`src/rtl/ptp_ts_pkg.sv`:
```
package ptp_ts_pkg;
  localparam int unsigned REG_W  = 32;
  localparam int unsigned ADDR_W = 3;

  typedef enum logic [ADDR_W-1:0] {
    A_TX_CTRL = 3'd0,
    A_RX_CTRL = 3'd1,
    A_RX_MSG  = 3'd2,
    A_L2_FLT  = 3'd3,
    A_TX_LO   = 3'd4,
    A_TX_HI   = 3'd5,
    A_RX_LO   = 3'd6,
    A_RX_HI   = 3'd7
  } reg_addr_e;

  typedef enum logic {
    MODE_V1_UDP   = 1'b0,
    MODE_V2_EVENT = 1'b1
  } rx_mode_e;

  typedef struct packed {
    logic        en;
    logic        ts;
    logic [15:0] etype;
  } l2_flt_t;

  localparam logic [15:0] EVENT_PORT_RST = 16'd319;
  localparam logic [15:0] PTP_ETYPE_RST  = 16'h88F7;
  localparam logic [3:0]  VER_1          = 4'd1;
  localparam logic [3:0]  VER_2          = 4'd2;
  localparam logic [3:0]  V2_LAST_EVENT  = 4'd3;

  localparam int unsigned SLOT_TX = 0;
  localparam int unsigned SLOT_RX = 1;
  localparam int unsigned N_SLOT  = 2;
endpackage

```
`src/rtl/ptp_rx_match.sv`:
```
module ptp_rx_match
  import ptp_ts_pkg::*;
(
  input  rx_mode_e    mode_i,
  input  logic [15:0] port_i,
  input  logic [7:0]  msg_sel_i,
  input  l2_flt_t     flt_i,
  input  logic        is_udp_i,
  input  logic [15:0] dport_i,
  input  logic [15:0] etype_i,
  input  logic [3:0]  ver_i,
  input  logic [7:0]  msg_i,
  output logic        match_o
);
  logic udp_hit, l2_hit, v1_hit, v2_hit;

  assign udp_hit = is_udp_i && (dport_i == port_i);
  assign l2_hit  = !is_udp_i && flt_i.en && flt_i.ts && (etype_i == flt_i.etype);
  assign v1_hit  = udp_hit && (ver_i == VER_1) && (msg_i == msg_sel_i);
  // path-delay types 2 and 3 are event messages too
  assign v2_hit  = (ver_i == VER_2) && (msg_i[3:0] <= V2_LAST_EVENT) && (udp_hit || l2_hit);

  always_comb begin
    unique case (mode_i)
      MODE_V1_UDP:   match_o = v1_hit;
      MODE_V2_EVENT: match_o = v2_hit;
      default:       match_o = 1'b0;
    endcase
  end
endmodule

```
`src/rtl/ptp_ts_slot.sv`:
```
module ptp_ts_slot #(
  parameter int unsigned TIME_W = 64
) (
  input  logic              clk_i,
  input  logic              rst_ni,
  input  logic              enable_i,
  input  logic              trig_i,
  input  logic [TIME_W-1:0] time_i,
  input  logic              rearm_i,
  output logic              capture_o,
  output logic              valid_o,
  output logic [TIME_W-1:0] ts_o
);
  logic              valid_q;
  logic [TIME_W-1:0] ts_q;

  assign capture_o = enable_i && trig_i && !valid_q;

  always_ff @(posedge clk_i or negedge rst_ni) begin
    if (!rst_ni) begin
      valid_q <= 1'b0;
      ts_q    <= '0;
    end else if (capture_o) begin
      valid_q <= 1'b1;
      ts_q    <= time_i;
    end else if (rearm_i) begin
      valid_q <= 1'b0;
    end
  end

  assign valid_o = valid_q;
  assign ts_o    = ts_q;
endmodule

```
`src/rtl/ptp_ts_regs.sv`:
```
module ptp_ts_regs
  import ptp_ts_pkg::*;
#(
  parameter int unsigned TIME_W = 64
) (
  input  logic              clk_i,
  input  logic              rst_ni,
  input  logic              we_i,
  input  logic              re_i,
  input  logic [ADDR_W-1:0] addr_i,
  input  logic [REG_W-1:0]  wdata_i,
  output logic [REG_W-1:0]  rdata_o,
  input  logic              tx_valid_i,
  input  logic              rx_valid_i,
  input  logic [TIME_W-1:0] tx_ts_i,
  input  logic [TIME_W-1:0] rx_ts_i,
  output logic              tx_en_o,
  output logic              rx_en_o,
  output rx_mode_e          rx_mode_o,
  output logic [15:0]       port_o,
  output logic [7:0]        msg_sel_o,
  output l2_flt_t           flt_o,
  output logic              tx_rearm_o,
  output logic              rx_rearm_o
);
  localparam int unsigned HI_W = TIME_W - REG_W;

  logic        tx_en_q, rx_en_q;
  rx_mode_e    mode_q;
  logic [15:0] port_q;
  logic [7:0]  msg_q;
  l2_flt_t     flt_q;

  always_ff @(posedge clk_i or negedge rst_ni) begin
    if (!rst_ni) begin
      tx_en_q <= 1'b0;
      rx_en_q <= 1'b0;
      mode_q  <= MODE_V1_UDP;
      port_q  <= EVENT_PORT_RST;
      msg_q   <= '0;
      flt_q   <= '{en: 1'b0, ts: 1'b0, etype: PTP_ETYPE_RST};
    end else if (we_i) begin
      unique case (addr_i)
        A_TX_CTRL: tx_en_q <= wdata_i[0];
        A_RX_CTRL: begin
          rx_en_q <= wdata_i[0];
          mode_q  <= rx_mode_e'(wdata_i[1]);
        end
        A_RX_MSG: begin
          port_q <= wdata_i[31:16];
          msg_q  <= wdata_i[7:0];
        end
        A_L2_FLT: flt_q <= '{en: wdata_i[31], ts: wdata_i[30], etype: wdata_i[15:0]};
        default: ;
      endcase
    end
  end

  always_comb begin
    rdata_o = '0;
    unique case (addr_i)
      A_TX_CTRL: rdata_o = {30'd0, tx_valid_i, tx_en_q};
      A_RX_CTRL: rdata_o = {29'd0, rx_valid_i, mode_q, rx_en_q};
      A_RX_MSG:  rdata_o = {port_q, 8'd0, msg_q};
      A_L2_FLT:  rdata_o = {flt_q.en, flt_q.ts, 14'd0, flt_q.etype};
      A_TX_LO:   rdata_o = tx_ts_i[REG_W-1:0];
      A_TX_HI:   rdata_o = REG_W'(tx_ts_i[REG_W +: HI_W]);
      A_RX_LO:   rdata_o = rx_ts_i[REG_W-1:0];
      A_RX_HI:   rdata_o = REG_W'(rx_ts_i[REG_W +: HI_W]);
      default:   rdata_o = '0;
    endcase
  end

  assign tx_rearm_o = re_i && (addr_i == A_TX_HI);
  assign rx_rearm_o = re_i && (addr_i == A_RX_HI);
  assign tx_en_o    = tx_en_q;
  assign rx_en_o    = rx_en_q;
  assign rx_mode_o  = mode_q;
  assign port_o     = port_q;
  assign msg_sel_o  = msg_q;
  assign flt_o      = flt_q;
endmodule

```
`src/rtl/ptp_ts_capture.sv`:
```
module ptp_ts_capture
  import ptp_ts_pkg::*;
#(
  parameter int unsigned TIME_W = 64
) (
  input  logic              clk_i,
  input  logic              rst_ni,
  input  logic [TIME_W-1:0] time_i,
  input  logic              reg_we_i,
  input  logic              reg_re_i,
  input  logic [2:0]        reg_addr_i,
  input  logic [31:0]       reg_wdata_i,
  output logic [31:0]       reg_rdata_o,
  input  logic              tx_sof_i,
  input  logic              tx_ts_req_i,
  input  logic              rx_sof_i,
  input  logic              rx_is_udp_i,
  input  logic [15:0]       rx_udp_dport_i,
  input  logic [15:0]       rx_ethertype_i,
  input  logic [3:0]        rx_ptp_ver_i,
  input  logic [7:0]        rx_msg_i,
  output logic              rx_stamped_o
);
  logic        tx_en, rx_en, rx_match;
  rx_mode_e    rx_mode;
  logic [15:0] port;
  logic [7:0]  msg_sel;
  l2_flt_t     flt;

  logic              slot_en    [N_SLOT];
  logic              slot_trig  [N_SLOT];
  logic              slot_rearm [N_SLOT];
  logic              slot_cap   [N_SLOT];
  logic              slot_valid [N_SLOT];
  logic [TIME_W-1:0] slot_ts    [N_SLOT];

  logic              tx_valid, rx_valid;
  logic [TIME_W-1:0] tx_ts, rx_ts;
  logic              tx_rearm, rx_rearm;
  logic              stamped_q;

  ptp_ts_regs #(.TIME_W(TIME_W)) regs_i (
    .clk_i      (clk_i),
    .rst_ni     (rst_ni),
    .we_i       (reg_we_i),
    .re_i       (reg_re_i),
    .addr_i     (reg_addr_i),
    .wdata_i    (reg_wdata_i),
    .rdata_o    (reg_rdata_o),
    .tx_valid_i (tx_valid),
    .rx_valid_i (rx_valid),
    .tx_ts_i    (tx_ts),
    .rx_ts_i    (rx_ts),
    .tx_en_o    (tx_en),
    .rx_en_o    (rx_en),
    .rx_mode_o  (rx_mode),
    .port_o     (port),
    .msg_sel_o  (msg_sel),
    .flt_o      (flt),
    .tx_rearm_o (tx_rearm),
    .rx_rearm_o (rx_rearm)
  );

  ptp_rx_match match_i (
    .mode_i    (rx_mode),
    .port_i    (port),
    .msg_sel_i (msg_sel),
    .flt_i     (flt),
    .is_udp_i  (rx_is_udp_i),
    .dport_i   (rx_udp_dport_i),
    .etype_i   (rx_ethertype_i),
    .ver_i     (rx_ptp_ver_i),
    .msg_i     (rx_msg_i),
    .match_o   (rx_match)
  );

  assign slot_en[SLOT_TX]    = tx_en;
  assign slot_trig[SLOT_TX]  = tx_sof_i && tx_ts_req_i;
  assign slot_rearm[SLOT_TX] = tx_rearm;
  assign slot_en[SLOT_RX]    = rx_en;
  assign slot_trig[SLOT_RX]  = rx_sof_i && rx_match;
  assign slot_rearm[SLOT_RX] = rx_rearm;

  for (genvar g = 0; g < N_SLOT; g++) begin : g_slot
    ptp_ts_slot #(.TIME_W(TIME_W)) slot_i (
      .clk_i     (clk_i),
      .rst_ni    (rst_ni),
      .enable_i  (slot_en[g]),
      .trig_i    (slot_trig[g]),
      .time_i    (time_i),
      .rearm_i   (slot_rearm[g]),
      .capture_o (slot_cap[g]),
      .valid_o   (slot_valid[g]),
      .ts_o      (slot_ts[g])
    );
  end

  assign tx_valid = slot_valid[SLOT_TX];
  assign rx_valid = slot_valid[SLOT_RX];
  assign tx_ts    = slot_ts[SLOT_TX];
  assign rx_ts    = slot_ts[SLOT_RX];

  always_ff @(posedge clk_i or negedge rst_ni) begin
    if (!rst_ni) stamped_q <= 1'b0;
    else         stamped_q <= slot_cap[SLOT_RX];
  end

  assign rx_stamped_o = stamped_q;
endmodule

```
`config.mk`:
```
export PLATFORM = sky130hd
export DESIGN_NAME = ptp_ts_capture
export DESIGN_NICKNAME = d
export VERILOG_FILES = /design/src/rtl/ptp_ts_pkg.sv /design/src/rtl/ptp_rx_match.sv /design/src/rtl/ptp_ts_slot.sv /design/src/rtl/ptp_ts_regs.sv /design/src/rtl/ptp_ts_capture.sv
export SDC_FILE = /design/constraint.sdc
export NUM_CORES = 1
export LEC_CHECK = 0
export ABC_AREA = 1
export BUFFER_PORTS_ARGS = -buffer_cell sky130_fd_sc_hd__clkbuf_2
export CAP_MARGIN = 15
export CORE_ASPECT_RATIO = 0.8
export CORE_UTILIZATION = 59
export DETAILED_ROUTE_END_ITERATION = 10
export PLACE_DENSITY = 0.95
export SYNTH_ARGS = -nofsm -noshare
export SYNTH_HDL_FRONTEND = slang
export SYNTH_SLANG_ARGS = --single-unit
```
`constraint.sdc`:
```
create_clock -name clk_i -period 3.29 [get_ports clk_i]
set_clock_uncertainty 0.15 [all_clocks]
set_input_delay 0.4935 -clock clk_i [delete_from_list [all_inputs] [get_ports clk_i]]
set_output_delay 0.4935 -clock clk_i [all_outputs]
set_load 0.02 [all_outputs]
```
### Yosys cells after proc, flatten, opt, wreduce, memory -nomap -nowiden

Index checks and enable logic that the tools add are counted.

* flip-flop bits (word level): 176
* latch bits: 0
* bits in writable memories: 0
* bits in read-only memories: 0
* output and inout bits: 33
* memories kept: 0

* $add $sub $neg: 0
* multipliers: 0
* divide/modulo/power cells: 0
* order comparisons: 1
* equal/unequal tests: 12
* shifts and indexed selects: 0
* mux-type cells: 6
* bitwise gates (word level): 1
* reduce and logical (&&, ||, !) cells: 27

Operator list (number)
* 32-bit case mux with 8 select lines: 1
* 16-bit equality test: 2
* 1-bit logical AND: 16
* 3-bit equality test, second input constant: 4
* 8-bit equality test: 1
* 2-bit AND reduction: 4
* 3-bit by 2-bit equality test with 1-bit output, second input constant: 2
* 4-bit by 1-bit equality test with 1-bit output, second input constant: 1
* 4-bit by 2-bit equality test with 1-bit output, second input constant: 1
* 4-bit by 2-bit less-or-equal comparator with 1-bit output, second input constant: 1
* 1-bit two-way mux: 4
* 2-bit nonzero test: 2
* 3-bit by 1-bit equality test with 1-bit output, second input constant: 1
* 1-bit zero test: 3
* 3-bit zero test: 1
* 1-bit case mux with 2 select lines: 1
* 1-bit logical OR: 1
* 1-bit inverter: 1

### Logic depth before layout (Yosys ltp)

* word-level depth: 11
* gate-level depth with buffers: 13

### By module

A second synthesis with hierarchy kept.

* cells, all modules: 1327
* area total of the unflattened synthesis: 9719.3 um^2

Modules (own cells, without submodules)
* ptp_ts_slot: times used 2, cells each 289, area an instance 2731.4 um^2
* ptp_ts_regs: times used 1, cells each 556, area an instance 3428.3 um^2
* ptp_rx_match: times used 1, cells each 188, area an instance 788.3 um^2
* ptp_ts_capture: times used 1, cells each 5, area an instance 40.0 um^2

### Least setup slack after synthesis

No wires, ideal clock.

* path kind: input -> output
* start: input reg_addr_i[1]
* end: output reg_rdata_o[4]
* data arrival time: 1442 ps
* data required time: 2646 ps
* path slack: 1204 ps
* stages: 6
* buffers on the path: 1
* path through: nor2_1 -> nand2_1 -> inv_1 -> clkbuf_1 -> a221oi_1 -> o211ai_1

* cells in the longest elaborated chain, start to end: 2
* elaborated cells between the ends (all ways): 9

RTL lines
* start: declaration: RTL line ptp_ts_capture.sv:11 `input logic [2:0] reg_addr_i,`
* 3-bit equality test, or another cell as far along: RTL line ptp_ts_regs.sv:61 `unique case (addr_i)`
* 32-bit case mux with 8 select lines (*): RTL line ptp_ts_regs.sv:61
* end: declaration: RTL line ptp_ts_capture.sv:13 `output logic [31:0] reg_rdata_o,`

Every way passes the cells marked *; elsewhere a longest branch is shown, timed or not.

### Worst setup path after layout

* start: input reg_addr_i[0]
* end: output reg_rdata_o[14]

The elaborated chain is that of the path after synthesis.

==> metrics.csv <==
metric,value,unit
outcome,completed,
gp_congestion,0.949,
syn-cell-area,0.00845,mm^2
fp.dieH,109,um
synth_cell_types,32,
powerDensity,631,mW/mm^2
wl_per_cell,18.6,um
maxSlewViolCount,0,
cts.reportedPaths.clkPinSlew,0.06,ns
route.vias.total,7700,
hold_path_class,input port to flop,
relSlewSlack,38.0,%
drt-met1-wl,10100,um
ant_nets,0,
hold_violations,0,
drt_iter0_drc,942,
synthArstFlopShare,100,%
utilization,73.7,%
postCtsHoldBufs,1,
drive_above_1_share,28.8,%
route.met2.wl,10800,um
cts.sinks,176,
portBuffers,183,
syn_nets,1097,
cts_tree,done,
cts_resized,0,
synth_seq_cells,176,
area_growth,20.3,%
ctsRootBufferMaster,clkbuf_16,
critPathArrivalTime,2.11,ns
place_hpwl,16900,um
rsz0062_at_grt,false,
grt_pass1_wl,37600,um
path_max_fanout,14,
dieWidth,136,um
start_kind,input port,
required,2.65,ns
synth-edff-count,0,
yosys.area.top_type,dfrtp_1,
grt_overflow,0,
min_period_over_period,83.6,%
critical_path.endpoint_type,output pin,
start_util,61.3,%
layout.cells.non_filler,1312,
wl_met3,3000,um
synthTopCellsByCount,"308 x nand2_1, 160 x dfrtp_1, 77 x nand3_1",
grt_start_max_net_pins,81,
dr.pass1.iters,6,
max_freq,364,MHz
p_leak,5.40,nW
yosysMostFrequentCell,nand2_1,
avgSynthCellArea,8.93,um^2
worst_pin_slew,0.931,ns
worstPathCellList,clkbuf_2 -> nor2_1 -> nand2_1 -> inv_1 -> buf_4 -> nand2_1 -> o2111ai_1 -> clkbuf_2,
cts_setup_buffers,0,
peakVddDrop,0.591,mV
finalWirelength,24500,um
cpMaxStageDelayCell,inv_1,
ys_seq_area_share,52.4,%
place_inst,1277,
grt_pass1_vias,7259,
viasPerCell,5.87,
htree_levels,4,
max_stage_delay,0.44,ns
grt_usage,34.5,%
fin_tns_setup,0,ns
syn_inst,946,
yosys-top-cells-area,"dfrtp_1 47%, nand2_1 14%, mux2_2 9.1%",
synth_top_area_share,47.4,%
clockBufferDepth,2,
core_area,0.0138,mm^2
ioPinCount,184,
crit_type,input port to output pin,
rows,38,
drc,0,
cts_buffers,17,
die-area,0.0148,mm^2
nets,1268,
clk_latency,0.42,ns
ys.flop_type,dfrtp_1,
min_period,2.75,ns
setup-violations-final,0,
max_cap_violations,0,
ys_warn_count,0,
antenna_found_initial,1,
top_layer,met4,
==> through the flow <==
stage          worst slack (ns)  cell area (um^2)  total power, mW  hold WS [ns]
2_1_floorplan              1.20              8450             3.77        0.0479
3_3_place_gp              0.693              9520             4.21         0.304
5_1_grt                   0.389             10200             6.69         0.147
3_5_place_dp              0.619              9520             4.30         0.309
4_1_cts                   0.575             10200             6.41         0.134
6_report                  0.541             10200             6.42         0.142
==> path summary, 6_finish.rpt <==
path	endpoint	start	cells after the start	slack (ns)
max	reg_rdata_o[14]	reg_addr_i[0]	8	0.54
min	regs_i.port_o[1]	reg_wdata_i[17]	3	0.14
max reg2reg	g_slot[1].slot_i.ts_o[51]	regs_i.port_o[5]	11	0.87
min reg2reg	g_slot[1].slot_i.ts_o[3]	g_slot[1].slot_i.ts_o[3]	2	0.32
max in group asynchronous	regs_i.port_o[0]	rst_ni	3	1.67
min in group asynchronous	g_slot[1].slot_i.ts_o[18]	rst_ni	2	0.54
==> worst max-delay path, delay by kind of cell <==
family / cells / cell delay, ns
and+or+nand+nor: 3 / 0.39
AOI/OAI and AO/OA: 1 / 0.13
buffers and inverters: 4 / 1.08
==> layout by cell type (no fill, tap or decap), drive strengths merged <==
cell | netlist | final
nand3 | 78 | 78
o22ai | 2 | 2
dlygate4sd3 | 0 | 1
clkbuf | 18 | 203
a22oi | 35 | 35
xor2 | 9 | 9
o211ai | 2 | 2
or2 | 1 | 1
a21oi | 19 | 19
inv | 78 | 80
mux2 | 70 | 70
o2111ai | 17 | 17
clkinv | 1 | 5
nor2 | 43 | 43
nand2 | 310 | 310
diode | 0 | 2
clkinvlp | 0 | 2
dfrtp | 160 | 160
buf | 31 | 18
bufinv | 0 | 3
a221oi | 5 | 5
o21ai | 33 | 33
nor3 | 2 | 2
dfstp | 16 | 16
xnor2 | 3 | 3
nand4 | 13 | 13
==> routing by layer <==
metal	track usage (%)	vias to the layer above
li1	-	3474
met1	47.0	3657
met2	52.3	500
met3	10.6	69
met4	12.3	0
met5	0	-
==> power by group <==
part	leakage (nW)	total [mW]	switching, mW	internal, mW
Sequential	2.22	3.02	0.324	2.70
Combinational	2.88	1.28	0.684	0.598
Clock	0.300	2.11	0.848	1.26
==> kinds of logic after synthesis <==
logic type	Yosys count	share of synthesized area, %
simple gates	447	21.6
mux	70	9.33
xor+xnor	12	1.24
buf+inv	128	6.61
compound gates	113	8.84
flops	176	52.4
==> registers in the layout (all words and copies together) (netlist names) <==
signal                 cells
regs_i.rx_en_o             1
rx_stamped_o               1
regs_i.flt_o              18
regs_i.tx_en_o             1
g_slot.slot_i.valid_o      2
regs_i.rx_mode_o           1
g_slot.slot_i.ts_o       128
regs_i.msg_sel_o           8
regs_i.port_o             16
==> final cells by class <==
class,instances,area [um^2]
Antenna cell,2,5.00
Timing Repair Buffer,201,1110
Fill cell,994,3620
Clock buffer,21,470
Tap cell,180,225
Inverter,79,297
Multi-Input combinational cell,642,3480
Clock inverter,11,154
Sequential cell,176,4420
Note: power is estimated with default switching activity, not from simulation.
